**src/rtl/rfsh_seq_pkg.sv**
```systemverilog
// Shared state encodings for the DRAM refresh sequencer.
package rfsh_seq_pkg;

    // Top-level phase of the sequencer.
    typedef enum logic [1:0] {
        SEQ_PAUSE = 2'd0,
        SEQ_WAKE  = 2'd1,
        SEQ_RUN   = 2'd2
    } seq_state_e;

    // Phase of one CBR strobe cycle.
    typedef enum logic [1:0] {
        CBR_IDLE = 2'd0,
        CBR_LEAD = 2'd1,
        CBR_ACT  = 2'd2,
        CBR_PRE  = 2'd3
    } cbr_state_e;

endpackage

```
**src/rtl/rfsh_cycle_timer.sv**
```systemverilog
// Free-running cycle timer.
// Counts clock cycles while `run` is high and pulses `tick` in the last
// cycle of every LIMIT-cycle period. It clears to zero whenever `run` is low,
// so each enable starts a full period.
// Assumes LIMIT >= 1.
module rfsh_cycle_timer #(
    parameter int LIMIT = 16
) (
    input  logic clk,
    input  logic rst_n,
    input  logic run,
    output logic tick
);
    localparam int W = $clog2(LIMIT + 1);
    localparam logic [W-1:0] LAST = W'(LIMIT - 1);

    logic [W-1:0] cnt;

    // Advance the count while enabled and wrap at the end of the period.
    always_ff @(posedge clk) begin
        if (!rst_n || !run) begin
            cnt <= '0;
        end else if (cnt == LAST) begin
            cnt <= '0;
        end else begin
            cnt <= cnt + W'(1);
        end
    end

    assign tick = run && (cnt == LAST);

    // the count never leaves its period
    a_r6_count_in_range: assert property (@(posedge clk) disable iff (!rst_n)
        cnt <= LAST);

endmodule

```
**src/rtl/rfsh_cbr_engine.sv**
```systemverilog
// CBR strobe generator.
// On `start` (accepted only when idle), it drives one CAS-before-RAS cycle:
// CAS low for LEAD_CYC cycles, then RAS and CAS low for ACT_CYC cycles, then
// both high for PRE_CYC cycles. `done` is high in the last precharge cycle.
// Assumes every cycle count is at least 1 and that the grant stays with the
// sequencer for the whole cycle.
module rfsh_cbr_engine
    import rfsh_seq_pkg::*;
#(
    parameter int LEAD_CYC = 2,
    parameter int ACT_CYC  = 10,
    parameter int PRE_CYC  = 8
) (
    input  logic clk,
    input  logic rst_n,
    input  logic start,
    output logic ras_n,
    output logic cas_n,
    output logic busy,
    output logic done
);
    localparam int MAX_A = (LEAD_CYC > ACT_CYC) ? LEAD_CYC : ACT_CYC;
    localparam int MAX_C = (MAX_A > PRE_CYC) ? MAX_A : PRE_CYC;
    localparam int CW    = $clog2(MAX_C + 1);

    cbr_state_e     state;
    logic [CW-1:0]  cnt;

    // Step through lead, active and precharge phases with one shared counter.
    always_ff @(posedge clk) begin
        if (!rst_n) begin
            state <= CBR_IDLE;
            cnt   <= '0;
        end else begin
            case (state)
                CBR_IDLE: if (start) begin
                    state <= CBR_LEAD;
                    cnt   <= CW'(LEAD_CYC - 1);
                end
                CBR_LEAD: if (cnt == '0) begin
                    state <= CBR_ACT;
                    cnt   <= CW'(ACT_CYC - 1);
                end else begin
                    cnt <= cnt - CW'(1);
                end
                CBR_ACT: if (cnt == '0) begin
                    state <= CBR_PRE;
                    cnt   <= CW'(PRE_CYC - 1);
                end else begin
                    cnt <= cnt - CW'(1);
                end
                default: if (cnt == '0) begin
                    state <= CBR_IDLE;
                end else begin
                    cnt <= cnt - CW'(1);
                end
            endcase
        end
    end

    // Decode the strobe levels and handshake flags from the phase.
    always_comb begin
        ras_n = (state != CBR_ACT);
        cas_n = !((state == CBR_LEAD) || (state == CBR_ACT));
        busy  = (state != CBR_IDLE);
        done  = (state == CBR_PRE) && (cnt == '0);
    end

    // RAS only ever falls while CAS is already low
    a_r5_ras_falls_under_cas: assert property (@(posedge clk) disable iff (!rst_n)
        $fell(ras_n) |-> !cas_n);

    // CAS is released together with RAS
    a_r5_cas_rises_with_ras: assert property (@(posedge clk) disable iff (!rst_n)
        $rose(cas_n) |-> $rose(ras_n));

    // a new cycle never starts out of precharge
    a_r5_precharge_kept: assert property (@(posedge clk) disable iff (!rst_n)
        $fell(cas_n) |-> $past(!busy));

endmodule

```
**src/rtl/dram_refresh_sequencer.sv**
```systemverilog
// DRAM refresh and power-up sequencer (top).
// The phases are pause, then wake-up burst, then periodic CBR refresh. On a
// deadline overflow it falls back to the wake-up burst.
// Uses a level request/grant handshake with the access controller.
// Assumes the controller keeps `rfsh_gnt` high while a CBR cycle is running.
// Default timing assumes a 200 MHz clock: a 200 us pause, one refresh per
// 15.6 us, a 50 ns RAS-active time and a 40 ns precharge.
module dram_refresh_sequencer
    import rfsh_seq_pkg::*;
#(
    parameter int PAUSE_CYC    = 40000,
    parameter int WAKE_CNT     = 8,
    parameter int INTERVAL_CYC = 3120,
    parameter int MAX_PENDING  = 8,
    parameter int CAS_LEAD_CYC = 2,
    parameter int RAS_ACT_CYC  = 10,
    parameter int RAS_PRE_CYC  = 8
) (
    input  logic clk,
    input  logic rst_n,
    input  logic rfsh_gnt,
    output logic rfsh_req,
    output logic mem_ras_n,
    output logic mem_cas_n,
    output logic init_ready,
    output logic refresh_miss
);
    localparam int WAKE_W = $clog2(WAKE_CNT + 1);
    localparam int PEND_W = $clog2(MAX_PENDING + 1);
    localparam logic [PEND_W-1:0] PEND_MAX = PEND_W'(MAX_PENDING);

    seq_state_e         state;
    logic [WAKE_W-1:0]  wake_left;
    logic [PEND_W-1:0]  pending;
    logic               miss_q;
    logic               pause_tick;
    logic               ival_tick;
    logic               need;
    logic               start;
    logic               busy;
    logic               done;
    logic               overflow;

    rfsh_cycle_timer #(.LIMIT(PAUSE_CYC)) i_pause_timer (
        .clk   (clk),
        .rst_n (rst_n),
        .run   (state == SEQ_PAUSE),
        .tick  (pause_tick)
    );

    rfsh_cycle_timer #(.LIMIT(INTERVAL_CYC)) i_interval_timer (
        .clk   (clk),
        .rst_n (rst_n),
        .run   (state == SEQ_RUN),
        .tick  (ival_tick)
    );

    rfsh_cbr_engine #(
        .LEAD_CYC (CAS_LEAD_CYC),
        .ACT_CYC  (RAS_ACT_CYC),
        .PRE_CYC  (RAS_PRE_CYC)
    ) i_cbr (
        .clk   (clk),
        .rst_n (rst_n),
        .start (start),
        .ras_n (mem_ras_n),
        .cas_n (mem_cas_n),
        .busy  (busy),
        .done  (done)
    );

    // Decide whether a refresh is owed and when the engine may start.
    always_comb begin
        case (state)
            SEQ_WAKE: need = (wake_left != '0);
            SEQ_RUN:  need = (pending != '0);
            default:  need = 1'b0;
        endcase
        start    = rfsh_gnt && need && !busy;
        overflow = (state == SEQ_RUN) && ival_tick && !done && (pending == PEND_MAX);
    end

    // Phase sequencing, wake-up burst count and postponed-refresh count.
    always_ff @(posedge clk) begin
        if (!rst_n) begin
            state     <= SEQ_PAUSE;
            wake_left <= '0;
            pending   <= '0;
            miss_q    <= 1'b0;
        end else begin
            case (state)
                SEQ_PAUSE: if (pause_tick) begin
                    state     <= SEQ_WAKE;
                    wake_left <= WAKE_W'(WAKE_CNT);
                end
                SEQ_WAKE: if (done && wake_left != '0) begin
                    if (wake_left == WAKE_W'(1)) begin
                        state  <= SEQ_RUN;
                        miss_q <= 1'b0;
                    end
                    wake_left <= wake_left - WAKE_W'(1);
                end
                default: begin
                    if (overflow) begin
                        state     <= SEQ_WAKE;
                        wake_left <= WAKE_W'(WAKE_CNT);
                        pending   <= '0;
                        miss_q    <= 1'b1;
                    end else if (ival_tick && !done) begin
                        pending <= pending + PEND_W'(1);
                    end else if (done && !ival_tick && pending != '0) begin
                        pending <= pending - PEND_W'(1);
                    end
                end
            endcase
        end
    end

    // Drive the handshake and status outputs.
    always_comb begin
        rfsh_req     = need || busy;
        init_ready   = (state == SEQ_RUN);
        refresh_miss = miss_q;
    end

    // nothing is requested or strobed during the power-up pause
    a_r2_quiet_pause: assert property (@(posedge clk) disable iff (!rst_n)
        (state == SEQ_PAUSE) |-> (!rfsh_req && mem_ras_n && mem_cas_n));

    // an ungranted idle request is held
    a_r3_req_held: assert property (@(posedge clk) disable iff (!rst_n)
        (rfsh_req && !rfsh_gnt && !busy) |=> rfsh_req);

    // a strobe cycle only begins under grant
    a_r3_strobe_granted: assert property (@(posedge clk) disable iff (!rst_n)
        $fell(mem_cas_n) |-> $past(rfsh_gnt));

    // postponed refreshes never exceed the limit
    a_r7_pending_bound: assert property (@(posedge clk) disable iff (!rst_n)
        pending <= PEND_MAX);

    // a broken deadline takes the ready output down
    a_r8_miss_drops_ready: assert property (@(posedge clk) disable iff (!rst_n)
        $rose(refresh_miss) |-> !init_ready);

    // ready and miss are never high together
    a_r9_ready_excl_miss: assert property (@(posedge clk) disable iff (!rst_n)
        init_ready |-> !refresh_miss);

endmodule

```
**config.mk**
```make
export PLATFORM = sky130hd
export DESIGN_NAME = dram_refresh_sequencer
export DESIGN_NICKNAME = d
export VERILOG_FILES = /design/src/rtl/rfsh_seq_pkg.sv /design/src/rtl/rfsh_cycle_timer.sv /design/src/rtl/rfsh_cbr_engine.sv /design/src/rtl/dram_refresh_sequencer.sv
export SDC_FILE = /design/constraint.sdc
export NUM_CORES = 1
export LEC_CHECK = 0
export BUFFER_PORTS_ARGS = -buffer_cell sky130_fd_sc_hd__buf_2
export CORE_MARGIN = 8
export CORE_UTILIZATION = 56
export DETAILED_ROUTE_END_ITERATION = 6
export GPL_TIMING_DRIVEN = 1
export PLACE_DENSITY_LB_ADDON = 0.05
export SYNTH_ARGS = -nofsm -noshare
export SYNTH_HDL_FRONTEND = slang
export SYNTH_SLANG_ARGS = --single-unit
```
**constraint.sdc**
```tcl
create_clock -name clk -period 2.5 [get_ports clk]
set_clock_uncertainty 0.05 [all_clocks]
set_input_delay 0 -clock clk [delete_from_list [all_inputs] [get_ports clk]]
set_output_delay 0 -clock clk [all_outputs]
set_load 0.005 [all_outputs]
```
# Word level (Yosys, flattened, before mapping)
# Index checks and enable logic that the tools add are counted.
# totals
ff_bits	45
in_bits	3
output_inout_bits	5
# classes
addsub	6
eq_ne	17
muxes	27
bitwise	2
n_reduce_logical	42
# op_table
op	n
4-bit 2-to-1 mux	10
16-bit by 1-bit adder with 16-bit output (second input constant)	1
16-bit equality test (second input constant)	1
2-bit 2-to-1 mux	8
12-bit by 1-bit adder with 12-bit output (second input constant)	1
12-bit equality test (second input constant)	1
1-bit logical AND	12
4-bit one-hot mux with 3 select lines	1
4-bit AND reduction	3
4-bit by 1-bit subtractor with 4-bit output (second input constant)	3
2-bit inequality test (second input constant)	4
4-bit one-hot mux with 2 select lines	1
4-bit nonzero test	2
1-bit zero test	7
2-bit equality test (second input constant)	3
2-bit by 1-bit inequality test with 1-bit output (second input constant)	3
2-bit one-hot mux with 3 select lines	1
2-bit nonzero test	3
3-bit nonzero test	2
2-bit OR reduction	3
4-bit by 1-bit adder with 4-bit output (second input constant)	1
2-bit by 1-bit equality test with 1-bit output (second input constant)	2
4-bit by 1-bit equality test with 1-bit output (second input constant)	1
4-bit equality test (second input constant)	1
other kinds (10)	19

# Depth between registers and ports, before layout
# logic_depth
ltp_word	8
depth_mapped	10
depth_no_buf	10

# Modules after synthesis
# A second synthesis with hierarchy kept.
# hier_totals
cells_unflattened	307
area_unflattened_um2	2697.6
# modules_own_cells
mod	n_inst	cells_each	area_each_um2
dram_refresh_sequencer	1	101	895.9
rfsh_cycle_timer at i_pause_timer	1	81	737.0
rfsh_cycle_timer at i_interval_timer	1	59	555.5
rfsh_cbr_engine	1	66	509.2

# Least setup slack after synthesis
# No wires, ideal clock.
# synth_path
kind	flip-flop to flip-flop
from	reg i_interval_timer.cnt[7]
to	reg pending[3]
setup_time_ps	62
t_arrival_ps	2515
required_time_ps	2388
path_slack_ps	-127
path_stages_with_launch	10
n_path_buf	0
cell_sequence	dfxtp_1 > or4_4 > nor3_1 > nand3_1 > ha_1 > a21o_2 > a21oi_1 > xnor2_1 > or4b_1 > nand3_1
# synth_between
elab_chain_cells	7
# synth_rtl
element	line	text
start, declared	rfsh_cycle_timer.sv:17	logic [W-1:0] cnt;
start signal, assigned	rfsh_cycle_timer.sv:26	cnt <= cnt + W'(1);
12-bit equality test (*)	rfsh_cycle_timer.sv:30	assign tick = run && (cnt == LAST);
1-bit logical AND (*)	rfsh_cycle_timer.sv:30	
1-bit logical AND / 1-bit zero test (equally long branches)	dram_refresh_sequencer.sv:80, dram_refresh_sequencer.sv:111	
1-bit logical AND, on equally long branches (2 in a row)	dram_refresh_sequencer.sv:80, dram_refresh_sequencer.sv:111	
3-bit nonzero test (no source line)	--	
2-bit AND reduction (no source line)	--	
end signal, assigned	dram_refresh_sequencer.sv:110	pending <= pending + PEND_W'(1);
end signal, assigned	dram_refresh_sequencer.sv:112	pending <= pending - PEND_W'(1);
end, declared	dram_refresh_sequencer.sv:34	logic [PEND_W-1:0] pending;
# Mark *: on every way between the ends. The rest lies on a longest branch, timed or not.
# A chain may end at the register's enable or synchronous reset.

# Worst setup path in the final report
# layout_path
from	reg i_interval_timer.cnt[6]
to	reg pending[3]
# Same word-level chain as after synthesis.

==> impl_summary.txt <==
----------------------------------------------------
[Floorplan]
  Core area ... 4350 um^2
  Num ports ... 8
  Std cell rows ... 24
  Die area ... 6900 um^2
  Horizontal die dimension ... 83.1 um
  Initial core utilization ... 57.8%
  Vertical die dimension ... 83.1 um

[STA]
  Minimum setup slack in the final design ... -0.0534 ns
  Highest attainable clock frequency ... 0.392 GHz
  Minimum hold slack ... 0.133 ns
  Setup violation total in the final timing report ... 1
  Worst slew margin relative to its limit ... 63.4%
  Final Max Slew Viols ... 0
  Total negative slack for setup checks ... -0.0534 ns
  Measured slew at the worst slew-check pin ... 0.542 ns
  Period utilization ... 102%
  RSZ-0062 raised after global routing ... yes
  Final Hold Fails ... 0
  Final worst path period need ... 2.55 ns

[Clocking]
  CTS clock-pin slew for the worst setup and hold paths ... 0.08 ns
  Number of buffers added by the clock tree synthesis step ... 5
  CTS Hold Bufs ... 0
  Clk sinks ... 45
  Buffers inserted during post-CTS setup optimization ... 0
  Root buffer cell ... sky130_fd_sc_hd__clkbuf_8
  H-tree levels ... 2
  Clock latency of the later-clocked register in the worst-skew pair ... 0.29 ns
  TritonCTS clock tree ... done
  Buffer depth of the longest clock path ... 2

[Power]
  Worst IR Drop VDD ... 0.000331 V
  Total chip power ... 1.70 mW
  Static Leak ... 1.05 nW
  Power per standard cell area ... 608 nW/um^2

[Critical path]
  Number of buffers and inverters on the critical path ... 0
  Arrival time at the worst endpoint ... 2.74 ns
  Critical path's largest stage delay ... 0.55 ns
  Critical Path, Cell by Cell ... or4_4 -> nor3_4 -> nand3_2 -> ha_1 -> a21o_2 -> a21oi_2 -> xnor2_1 -> or4b_1 -> nand3_1
  Crit-path max FO ... 2
  CP Capture Type ... flop
  Type of origin of the critical path ... flop
  Required time of the critical path ... 2.68 ns
  Setup Crit Path Kind ... reg -> reg
  Largest delay contributor family on the critical path ... simple AND/OR/NAND/NOR gates
  Standard cell with the maximum stage delay on the critical path ... sky130_fd_sc_hd__or4_4

[Synthesis]
  Number of standard cells after synthesis ... 286
  Cell area after technology mapping ... 2520 um^2
  Leading area contributor after synthesis ... sky130_fd_sc_hd__dfxtp_1
  Syn_nets ... 306
  Synth cell count leaders ... 45 x sky130_fd_sc_hd__dfxtp_1, 28 x sky130_fd_sc_hd__nor2_1, 20 x sky130_fd_sc_hd__nand2_1
  Most common cell in the netlist ... sky130_fd_sc_hd__dfxtp_1
  Top post-synthesis cells by area ... sky130_fd_sc_hd__dfxtp_1 36%, sky130_fd_sc_hd__ha_1 7.9%, sky130_fd_sc_hd__xor2_1 4.5%
  Ys Warns ... 0
  Seq/Total Area, Yosys ... 35.8%
  Share of flip-flops with an asynchronous set or reset after synthesis ... 0%
  Share of the synthesized area in the top cell type ... 35.8%
  Post-synth EDFFs ... 0
  Flip-flop and latch count after synthesis ... 45
  Library cells used by synthesis ... 54
  Most used DFF post-synth ... sky130_fd_sc_hd__dfxtp_1
  Average cell area after synthesis ... 8.81 um^2

[Drt]
  Remaining routing DRC violations ... 0
  Average routed wire per standard cell ... 12.8 um
  Avg Vias per Cell ... 5.60
  Total wire length after detailed routing ... 4630 um
  Starting DRC count in detailed routing ... 87
  Router iterations before antenna repair ... 4
  Final antenna-violating net count ... 0
  Via count ... 2,023

[Global route]
  Antenna violations before repair ... 0
  GR Util All Layers ... 14.1%
  Pin count of the biggest net entering global routing ... 31
  Number of global-route vias before repair ... 1,930
  First-pass GRT wire length ... 8640 um
  GRT Residual Overflow ... 0

[Place]
  Final weighted congestion of routability-driven global placement ... 0.771
  Count of buffers inserted at the top-level ports ... 7
  DP HPWL ... 3410 um

[Min path]
  Worst hold path class ... in -> reg

[Status]
  Failing checks ... negative setup slack
  Run status ... finished, violations left

[Layout]
  Ratio of cells with drive above 1 in the final layout ... 14.2%
  Nets@finish ... 328
  Area growth from synthesis to final layout ... 11.2%
  Antenna cell count ... 0
  Final Util ... 64.3%

[Run]
  Max-capacitance violation count ... 0

----------------------------------------------------
[worst paths after layout]
| check | from | cells past startpoint | slack [ns] | end |
|---|---|---|---|---|
| setup / recovery | i_interval_timer.cnt[6] | 9 | -0.05 | pending[3] |
| hold / removal | rst_n | 2 | 0.13 | state[1] |
| setup reg to reg | i_interval_timer.cnt[6] | 9 | -0.05 | pending[3] |
| hold reg to reg | i_interval_timer.cnt[0] | 1 | 0.40 | i_interval_timer.cnt[0] |
[kinds of logic after synthesis]
family / after synthesis / synth area share, %
compound gates: 48 / 13.0
buf+inv: 26 / 5.66
xor+xnor: 21 / 7.30
flops: 45 / 35.8
mux: 3 / 1.19
simple gates: 126 / 28.4
fa+ha+maj: 17 / 8.74
[timing repair]
item,4_1_cts,5_1_grt
setup endpoints to repair,1,1
pin swaps,1,0
resized for setup,2,1
[final cells by class]
type / count / area, um^2
Timing Repair Buffer: 24 / 163
Multi-Input combinational cell: 215 / 1500
Tap cell: 52 / 65.1
Inverter: 17 / 63.8
Fill cell: 380 / 1550
Clock inverter: 2 / 38.8
Sequential cell: 45 / 902
Clock buffer: 6 / 72.6
[layer usage]
layer	GRT usage, %	part of all wire [%]	vias up
li1	-	-	1065
met2	22.7	45	19
met4	3.99	0.93	0
met3	3.42	2.6	5
met5	0	0	-
met1	18.0	51	934
[stage by stage]
step                      std cells  area, um^2  worst slack, ns
final                           361        2800          -0.0534
after global placement          353        2680           0.0283
after floorplan                 286        2530          -0.0103
after detailed placement        353        2680          -0.0290
after global routing            361        2800           -0.183
after CTS                       361        2800          -0.0527
[worst reg2reg max path: stages, from the launching register on]
cell and delay [ns]:
sky130_fd_sc_hd__dfxtp_1 0.32, sky130_fd_sc_hd__or4_4 0.55, sky130_fd_sc_hd__nor3_4 0.15, sky130_fd_sc_hd__nand3_2 0.11, sky130_fd_sc_hd__ha_1 0.28, sky130_fd_sc_hd__a21o_2 0.22, sky130_fd_sc_hd__a21oi_2 0.14, sky130_fd_sc_hd__xnor2_1 0.09
sky130_fd_sc_hd__or4b_1 0.51, sky130_fd_sc_hd__nand3_1 0.08
[registers in the layout, indices dropped and copies added (netlist names)]
signal,cells
i_cbr.cnt,4
pending,4
refresh_miss,1
state,2
i_pause_timer.cnt,16
wake_left,4
i_cbr.state,2
i_interval_timer.cnt,12
[report_power, final]
group | switching (mW) | internal, mW
combinational | 0.198 | 0.171
sequential | 0.0400 | 0.751
clock | 0.242 | 0.300
total | 0.480 | 1.22
[placed cells by master, fill, tap and decap left out, types with 2 or more instances in the layout]
cell type and count:
sky130_fd_sc_hd__ha_1 16, sky130_fd_sc_hd__a211oi_1 2, sky130_fd_sc_hd__or3_1 11, sky130_fd_sc_hd__o211ai_1 3, sky130_fd_sc_hd__a21boi_0 4, sky130_fd_sc_hd__nand3b_1 2
sky130_fd_sc_hd__nand4b_1 5, sky130_fd_sc_hd__buf_4 17, sky130_fd_sc_hd__o31ai_1 2, sky130_fd_sc_hd__nand2_1 20, sky130_fd_sc_hd__o21ai_0 9, sky130_fd_sc_hd__nand2b_1 2
sky130_fd_sc_hd__and3_1 7, sky130_fd_sc_hd__nor3_1 6, sky130_fd_sc_hd__inv_1 17, sky130_fd_sc_hd__mux2i_1 3, sky130_fd_sc_hd__buf_2 7, sky130_fd_sc_hd__xor2_1 13
sky130_fd_sc_hd__a21oi_1 13, sky130_fd_sc_hd__nor2b_1 2, sky130_fd_sc_hd__xnor2_1 8, sky130_fd_sc_hd__clkbuf_8 5, sky130_fd_sc_hd__nand4_1 8, sky130_fd_sc_hd__dfxtp_1 44
sky130_fd_sc_hd__nor3b_1 3, sky130_fd_sc_hd__nor4b_1 3, sky130_fd_sc_hd__nor2_1 28, sky130_fd_sc_hd__nor4_1 4, sky130_fd_sc_hd__or4_4 2, sky130_fd_sc_hd__nand3_1 13
Power figures use the tool's default switching activity.
